$ cat src/rtl/conv_mac_pkg.sv
package conv_mac_pkg;

   // Control flags that travel alongside each beat through the pipeline.
   typedef struct packed {
      logic valid;
      logic first;
      logic last;
   } beat_tag_t;

   // Number of pipelined levels needed to reduce a given lane count.
   function automatic int tree_levels(input int lanes);
      int lv;
      lv = 0;
      while ((1 << lv) < lanes) lv++;
      return lv;
   endfunction

endpackage

$ cat src/rtl/mac_mult_row.sv
module mac_mult_row
   import conv_mac_pkg::*;
#(
   parameter int LANES  = 4,
   parameter int DATA_W = 16
) (
   input  logic                        clk,
   input  logic                        rst_n,
   input  beat_tag_t                   tag_in,
   input  logic [LANES*DATA_W-1:0]     pix,
   input  logic [LANES*DATA_W-1:0]     wgt,
   output beat_tag_t                   tag_out,
   output logic [LANES*2*DATA_W-1:0]   prod_flat
);

   localparam int PROD_W = 2 * DATA_W;

   for (genvar g = 0; g < LANES; g++) begin : g_lane
      logic signed [DATA_W-1:0] op_a;
      logic signed [DATA_W-1:0] op_b;
      logic signed [PROD_W-1:0] prod_q;

      assign op_a = pix[g*DATA_W +: DATA_W];
      assign op_b = wgt[g*DATA_W +: DATA_W];

      always_ff @(posedge clk) begin
         prod_q <= op_a * op_b;
      end

      assign prod_flat[g*PROD_W +: PROD_W] = prod_q;
   end

   always_ff @(posedge clk or negedge rst_n) begin
      if (!rst_n) tag_out <= '0;
      else        tag_out <= tag_in;
   end

endmodule

$ cat src/rtl/mac_adder_tree.sv
module mac_adder_tree
   import conv_mac_pkg::*;
#(
   parameter int LANES = 4,
   parameter int IN_W  = 32
) (
   input  logic                                clk,
   input  logic                                rst_n,
   input  beat_tag_t                           tag_in,
   input  logic [LANES*IN_W-1:0]               leaf_flat,
   output beat_tag_t                           tag_out,
   output logic [IN_W+tree_levels(LANES)-1:0]  root
);

   localparam int LVLS  = tree_levels(LANES);
   localparam int PAD   = 1 << LVLS;
   localparam int OUT_W = IN_W + LVLS;

   if (LVLS == 0) begin : g_single
      // One lane: nothing to reduce, no extra pipeline stage.
      assign root    = leaf_flat;
      assign tag_out = tag_in;
   end else begin : g_tree
      logic signed [OUT_W-1:0] leaf_ext [PAD];
      logic signed [OUT_W-1:0] node_q   [1:PAD-1];
      beat_tag_t               tag_pipe [LVLS];

      // Sign-extend real lanes, pad missing lanes with zero.
      for (genvar j = 0; j < PAD; j++) begin : g_leaf
         if (j < LANES) begin : g_real
            assign leaf_ext[j] = {{LVLS{leaf_flat[j*IN_W+IN_W-1]}},
                                  leaf_flat[j*IN_W +: IN_W]};
         end else begin : g_zero
            assign leaf_ext[j] = '0;
         end
      end

      // Heap-ordered nodes: node i sums children 2i and 2i+1.
      for (genvar i = 1; i < PAD; i++) begin : g_node
         logic signed [OUT_W-1:0] lhs;
         logic signed [OUT_W-1:0] rhs;
         if (2*i >= PAD) begin : g_from_leaf
            assign lhs = leaf_ext[2*i-PAD];
            assign rhs = leaf_ext[2*i+1-PAD];
         end else begin : g_from_node
            assign lhs = node_q[2*i];
            assign rhs = node_q[2*i+1];
         end
         always_ff @(posedge clk) begin
            node_q[i] <= lhs + rhs;
         end
      end

      // Flags take one stage per level so they stay aligned with the sum.
      for (genvar s = 0; s < LVLS; s++) begin : g_tag
         beat_tag_t tag_src;
         if (s == 0) begin : g_head
            assign tag_src = tag_in;
         end else begin : g_body
            assign tag_src = tag_pipe[s-1];
         end
         always_ff @(posedge clk or negedge rst_n) begin
            if (!rst_n) tag_pipe[s] <= '0;
            else        tag_pipe[s] <= tag_src;
         end
      end

      assign root    = node_q[1];
      assign tag_out = tag_pipe[LVLS-1];
   end

endmodule

$ cat src/rtl/mac_requant.sv
module mac_requant #(
   parameter int ACC_W  = 41,
   parameter int DATA_W = 16,
   parameter int FRAC_W = 8
) (
   input  logic [ACC_W-1:0]  wide,
   output logic [DATA_W-1:0] narrow
);

   localparam logic signed [ACC_W-1:0] HALF =
      {{(ACC_W-FRAC_W){1'b0}}, 1'b1, {(FRAC_W-1){1'b0}}};
   localparam logic signed [ACC_W-1:0] QMAX =
      {{(ACC_W-DATA_W+1){1'b0}}, {(DATA_W-1){1'b1}}};
   localparam logic signed [ACC_W-1:0] QMIN =
      {{(ACC_W-DATA_W+1){1'b1}}, {(DATA_W-1){1'b0}}};

   logic signed [ACC_W-1:0] biased;
   logic signed [ACC_W-1:0] shifted;

   always_comb begin
      biased  = $signed(wide) + HALF;
      shifted = biased >>> FRAC_W;
      if (shifted > QMAX)      narrow = QMAX[DATA_W-1:0];
      else if (shifted < QMIN) narrow = QMIN[DATA_W-1:0];
      else                     narrow = shifted[DATA_W-1:0];
   end

endmodule

$ cat src/rtl/mac_group_accum.sv
module mac_group_accum
   import conv_mac_pkg::*;
#(
   parameter int IN_W   = 34,
   parameter int ACC_W  = 41,
   parameter int DATA_W = 16,
   parameter int FRAC_W = 8
) (
   input  logic              clk,
   input  logic              rst_n,
   input  beat_tag_t         tag_in,
   input  logic [IN_W-1:0]   part_sum,
   output logic              res_valid,
   output logic [DATA_W-1:0] res_data
);

   logic signed [ACC_W-1:0] part_ext;
   logic signed [ACC_W-1:0] acc_q;
   logic signed [ACC_W-1:0] acc_nxt;
   logic [DATA_W-1:0]       quant;

   assign part_ext = {{(ACC_W-IN_W){part_sum[IN_W-1]}}, part_sum};

   always_comb begin
      if (tag_in.first) acc_nxt = part_ext;
      else              acc_nxt = acc_q + part_ext;
   end

   mac_requant #(
      .ACC_W  (ACC_W),
      .DATA_W (DATA_W),
      .FRAC_W (FRAC_W)
   ) u_requant (
      .wide   (acc_nxt),
      .narrow (quant)
   );

   always_ff @(posedge clk or negedge rst_n) begin
      if (!rst_n) begin
         acc_q     <= '0;
         res_valid <= 1'b0;
         res_data  <= '0;
      end else begin
         res_valid <= tag_in.valid && tag_in.last;
         if (tag_in.valid) acc_q <= acc_nxt;
         if (tag_in.valid && tag_in.last) res_data <= quant;
      end
   end

endmodule

$ cat src/rtl/conv_chan_mac.sv
module conv_chan_mac
   import conv_mac_pkg::*;
#(
   parameter int LANES  = 4,
   parameter int N_IF   = 8,
   parameter int TAPS   = 25,
   parameter int DATA_W = 16,
   parameter int FRAC_W = 8
) (
   input  logic                    clk,
   input  logic                    rst_n,
   input  logic                    in_valid,
   input  logic                    in_first,
   input  logic                    in_last,
   input  logic [LANES*DATA_W-1:0] in_pix,
   input  logic [LANES*DATA_W-1:0] in_wgt,
   output logic                    out_valid,
   output logic [DATA_W-1:0]       out_data
);

   localparam int PROD_W    = 2 * DATA_W;
   localparam int TREE_LVLS = tree_levels(LANES);
   localparam int TREE_W    = PROD_W + TREE_LVLS;
   localparam int ACC_W     = PROD_W + $clog2(TAPS * N_IF) + 1;
   localparam int LATENCY   = TREE_LVLS + 2;

   // Elaboration-time parameter checks.
   if (LANES < 1) begin : g_chk_lanes
      $error("conv_chan_mac: LANES must be at least 1");
   end
   if (LANES > N_IF) begin : g_chk_unroll
      $error("conv_chan_mac: LANES may not exceed N_IF");
   end
   if (FRAC_W < 1 || FRAC_W >= DATA_W) begin : g_chk_frac
      $error("conv_chan_mac: FRAC_W must lie in 1..DATA_W-1");
   end
   if (TREE_W > ACC_W) begin : g_chk_acc
      $error("conv_chan_mac: accumulator narrower than tree output");
   end
   if (LATENCY < 2) begin : g_chk_lat
      $error("conv_chan_mac: latency derivation broken");
   end

   beat_tag_t                 tag_in;
   beat_tag_t                 tag_prod;
   beat_tag_t                 tag_sum;
   logic [LANES*PROD_W-1:0]   prod_flat;
   logic [TREE_W-1:0]         tree_root;

   assign tag_in = '{valid: in_valid, first: in_first, last: in_last};

   mac_mult_row #(
      .LANES  (LANES),
      .DATA_W (DATA_W)
   ) u_mult (
      .clk       (clk),
      .rst_n     (rst_n),
      .tag_in    (tag_in),
      .pix       (in_pix),
      .wgt       (in_wgt),
      .tag_out   (tag_prod),
      .prod_flat (prod_flat)
   );

   mac_adder_tree #(
      .LANES (LANES),
      .IN_W  (PROD_W)
   ) u_tree (
      .clk       (clk),
      .rst_n     (rst_n),
      .tag_in    (tag_prod),
      .leaf_flat (prod_flat),
      .tag_out   (tag_sum),
      .root      (tree_root)
   );

   mac_group_accum #(
      .IN_W   (TREE_W),
      .ACC_W  (ACC_W),
      .DATA_W (DATA_W),
      .FRAC_W (FRAC_W)
   ) u_accum (
      .clk       (clk),
      .rst_n     (rst_n),
      .tag_in    (tag_sum),
      .part_sum  (tree_root),
      .res_valid (out_valid),
      .res_data  (out_data)
   );

endmodule

$ cat config.mk
export PLATFORM = sky130hd
export DESIGN_NAME = conv_chan_mac
export DESIGN_NICKNAME = d
export VERILOG_FILES = /design/src/rtl/conv_mac_pkg.sv /design/src/rtl/mac_mult_row.sv /design/src/rtl/mac_adder_tree.sv /design/src/rtl/mac_requant.sv /design/src/rtl/mac_group_accum.sv /design/src/rtl/conv_chan_mac.sv
export SDC_FILE = /design/constraint.sdc
export NUM_CORES = 2
export LEC_CHECK = 0
export ABC_AREA = 1
export CELL_PAD_IN_SITES_DETAIL_PLACEMENT = 1
export CELL_PAD_IN_SITES_GLOBAL_PLACEMENT = 1
export CORE_MARGIN = 2
export CORE_UTILIZATION = 40
export CTS_CLUSTER_DIAMETER = 30
export DETAILED_ROUTE_END_ITERATION = 12
export DONT_BUFFER_PORTS = 1
export PLACE_DENSITY_LB_ADDON = 0.2
export SLEW_MARGIN = 20
export SYNTH_ARGS = -nofsm -noshare
export SYNTH_HDL_FRONTEND = slang
export SYNTH_SLANG_ARGS = --single-unit
$ cat constraint.sdc
create_clock -name clk -period 4.89 [get_ports clk]
set_clock_uncertainty 0.1 [all_clocks]
set_input_delay 0.7335 -clock clk [delete_from_list [all_inputs] [get_ports clk]]
set_output_delay 0.7335 -clock clk [all_outputs]
set_load 0.02 [all_outputs]
==> impl_metrics.py <==
metrics = {
    "sta": {
        "rsz0062_at_grt": "yes",
        "tns_ns": -9.758,
        "fmax_mhz": 191.2,
        "slew_viol_final": 0,
        "setup_viol": 53,
        "hold_viol_final": 0,
        "timing.final.ws_setup_ns": -0.3411,
        "tightest_slew_ns": 0.9673,
        "slew_headroom_pct": 35.52,
        "layout_min_cycle_time_ns": 5.231,
        "min_period_over_period_pct": 107.0,
    },
    "global_routing": {
        "gr-total-overflow": 0,
        "grt_antenna_before_repair": 4,
        "top_usage_layer": "met2",
        "grt_use_total_pct": 24.04,
        "grtUsageMet3_pct": 2.085,
        "grt_first_pass_wirelength_um": 273500,
        "grt_max_degree": 75,
        "use_met1_pct": 31.04,
        "grt.met2_usage_pct": 43.30,
        "grt_pass1_vias": 51600,
    },
    "logic_synthesis": {
        "synthTopCellsByArea": "fa_1 38%, inv_1 13%, nand2_1 11%",
        "ys_warn_count": 0,
        "yosysTopAreaCell": "fa_1",
        "synthAdderAreaFrac_pct": 47.94,
        "synthMuxAreaShare_pct": 0,
        "syn_nets": 8724,
        "synth_edf_count": 0,
        "synth.avg_cell_area_um2": 7.930,
        "async_flop_share_pct": 22.71,
        "synth-seq-area-share_pct": 11.13,
        "synth.distinct_cells": 51,
        "synth_cells": 7073,
        "post_synth_and_or_nand_nor_area_fraction_pct": 16.77,
        "synth_compound_area_share_pct": 5.470,
        "synth_top_family_by_area": "adder cells",
        "synth_top_cell_area_share_pct": 37.55,
        "netlist_area_um2": 56090,
        "ys_ff_latch": 295,
        "yosys.area_share.xor_xnor_pct": 4.138,
        "synth_flop_cell": "dfxtp_1",
    },
    "outcome": {
        "violations": "negative setup slack",
        "outcome": "finished with violations",
    },
    "critical_path": {
        "rr_endpoint": "u_accum.res_data[1]$_DFFE_PN0P_",
        "cp-end-kind": "flip-flop",
        "cp_slowest_cell": "fa_2",
        "ff2ff_path_depth": 27,
        "cp_max_fo": 16,
        "timing.rr.start": "u_tree.g_tree.node_q[0][34]$_DFF_P_",
        "r2r_setup_slack_ns": 0.34,
        "cp_num_buf_inv": 7,
        "startpoint_type": "input port",
        "cp.arrival_ns": 5.62,
        "worst_path_most_repeated_cell": "inv_1",
        "cpPeakStageDelay_ns": 0.56,
        "path_class": "input port to flip-flop",
        "cp.required_ns": 5.28,
        "cp_top_family": "adder cells",
    },
    "clock_tree": {
        "cts_tree": "done",
        "cts.sinks": 295,
        "root_buffer": "clkbuf_16",
        "numCtsBuffers": 71,
        "cts_max_level": 3,
        "path_clk_slew_ns": 0.05,
        "clk_path_buf_depth": 3,
        "clk_latency_ns": 0.61,
    },
    "floorplan": {
        "die_area_um2": 143200,
        "ios": 150,
        "die_x_um": 378.5,
        "rows": 137,
        "start_util_pct": 40.25,
        "dieHeight_um": 378.5,
        "fp.coreArea_um2": 139400,
    },
    "route": {
        "vias_per_cell": 4.836,
        "drc_errors": 0,
        "drt_pass1_iterations": 7,
        "route.detailed.wl_per_inst_um": 17.96,
        "dr.first_iter.drc_count": 1863,
        "routed_wl_um": 166800,
        "ant_nets": 0,
        "via_count": 44910,
    },
    "hold_path": {
        "hold_class": "input port to flip-flop",
        "hold_start": "in_last",
        "holdPathEnd": "u_mult.tag_out[0]$_DFF_PN0_",
        "min_path_cells": 0,
    },
    "placement": {
        "hpwl_um": 137600,
        "place_congestion": 0.8698,
        "io_buffers": 0,
        "place_ws_ns": -1.116,
    },
    "layout": {
        "fill_cells": 16520,
        "area_growth_pct": 20.04,
        "final_net_count": 9004,
        "seq_area_um2": 6241,
        "drive_above_1_share_pct": 18.30,
        "multi_input_area_um2": 45190,
    },
    "flow_run": {
        "maxCapViolations": 0,
    },
}
-- synth_stat cells, types with 2 or more instances --
| library cell | n |
|---|---|
| nor2_8 | 3 |
| nand2_4 | 4 |
| nand4_1 | 35 |
| nor3b_1 | 2 |
| nand3_1 | 129 |
| o21ai_0 | 150 |
| o21a_1 | 12 |
| nand2_2 | 46 |
| buf_1 | 4 |
| buf_2 | 6 |
| a21o_1 | 8 |
| nor2_1 | 250 |
| nor2_2 | 29 |
| o211ai_1 | 10 |
| dfxtp_1 | 228 |
| fa_1 | 1052 |
| clkinv_1 | 3 |
| inv_1 | 1907 |
| a21oi_2 | 10 |
| a211oi_1 | 8 |
| nor2_4 | 8 |
| a31oi_1 | 36 |
| dfrtp_1 | 67 |
| clkinv_2 | 2 |
| or2_2 | 56 |
| o21bai_1 | 10 |
| a21boi_0 | 24 |
| clkbuf_1 | 228 |
| nand3_2 | 15 |
| o21ai_1 | 8 |
| inv_2 | 14 |
| a21oi_1 | 266 |
| nand2_1 | 1684 |
| o31ai_1 | 2 |
| o311ai_0 | 2 |
| nor3_2 | 4 |
| xnor2_1 | 111 |
| xor2_1 | 154 |
| ha_1 | 466 |
| nor3_1 | 9 |
-- stage by stage --
| stage | instance area, um^2 | hold slack, ns | utilization, % | cells |
|---|---|---|---|---|
| 4_1_cts | 66160 | 0.008713 | 47.48 | 9266 |
| 2_1_floorplan | 59140 | 0.2312 | - | 7073 |
| 3_5_place_dp | 62130 | 0.2370 | 44.58 | 9100 |
| 6_report | 67330 | 0.04369 | 48.31 | 9286 |
| 5_1_grt | 67320 | 0.01325 | 48.31 | 9285 |
| 3_3_place_gp | 62130 | 0.2340 | 44.58 | 9100 |
-- kinds of logic (layout without fill, tap and decap cells) --
kind of cell,count (synthesis),count (layout)
simple gates,2276,2276
buf+inv,2167,2503
flops,295,295
fa+ha+maj,1518,1518
other cells,0,1
xor+xnor,265,265
compound gates,552,552
-- timing repair --
item	in CTS	in global routing
hold buffers	2	0
buffers inserted	63	50
endpoints found under the setup margin	55	66
resized for setup	272	254
endpoints found under the hold margin	67	0
pin swaps	196	173
-- final cells by class --
cell class,count,area share (%)
Clock buffer,92,2.938
Inverter,1926,10.78
Antenna cell,1,0.003717
Tap cell,1876,3.486
Timing Repair Buffer,448,5.568
Multi-Input combinational cell,4611,67.12
Clock inverter,37,0.8288
Sequential cell,295,9.270
-- how the worst max path moves through the flow --
stage                                          endpoint  slack (ns)        from  cells past startpoint
floorplan           u_mult.g_lane[1].prod_q[28]$_DFF_P_       -1.10  in_wgt[17]                     24
global placement    u_mult.g_lane[2].prod_q[25]$_DFF_P_       -1.03  in_wgt[47]                     20
detailed placement  u_mult.g_lane[1].prod_q[28]$_DFF_P_       -1.12  in_wgt[17]                     20
CTS                 u_mult.g_lane[2].prod_q[28]$_DFF_P_       -0.34  in_wgt[47]                     21
global route        u_mult.g_lane[3].prod_q[29]$_DFF_P_       -0.54  in_pix[56]                     28
finish              u_mult.g_lane[0].prod_q[29]$_DFF_P_       -0.34   in_pix[7]                     25
-- routing by layer --
layer / wire length [um] / vias to the layer above
met5: 13 / -
met4: 3891 / 2
met3: 5130 / 202
met2: 86230 / 634
met1: 71500 / 22970
li1: - / 21110
-- cell usage in the layout (no fill, tap or decap), types with 47 or more instances in the layout --
cell type / instances
xor2_1: 138
ha_1: 374
dfrtp_1: 67
fa_1: 1000
inv_1: 1794
inv_2: 119
clkbuf_16: 73
buf_6: 54
nor2_1: 215
or2_2: 47
nand2_2: 111
o21ai_0: 102
nor2_2: 48
nand2_1: 1570
nand3_1: 125
buf_4: 378
a21oi_2: 67
xnor2_1: 91
fa_2: 52
ha_4: 86
a21oi_1: 185
dfxtp_1: 228
-- state kept, by name, summed over array words and instances, names as in the netlist --
name                         flops
u_accum.res_data                16
u_accum.acc_q                   41
u_mult.g_lane.prod_q           128
u_accum.res_valid                1
u_tree.g_tree.node_q           100
u_tree.tag_out                   3
u_tree.g_tree.g_tag.tag_src      3
u_mult.tag_out                   3
Power is left out: the tool's default activity adds up to more than one toggle a clock period on the data nets, which glitch-free logic cannot reach.
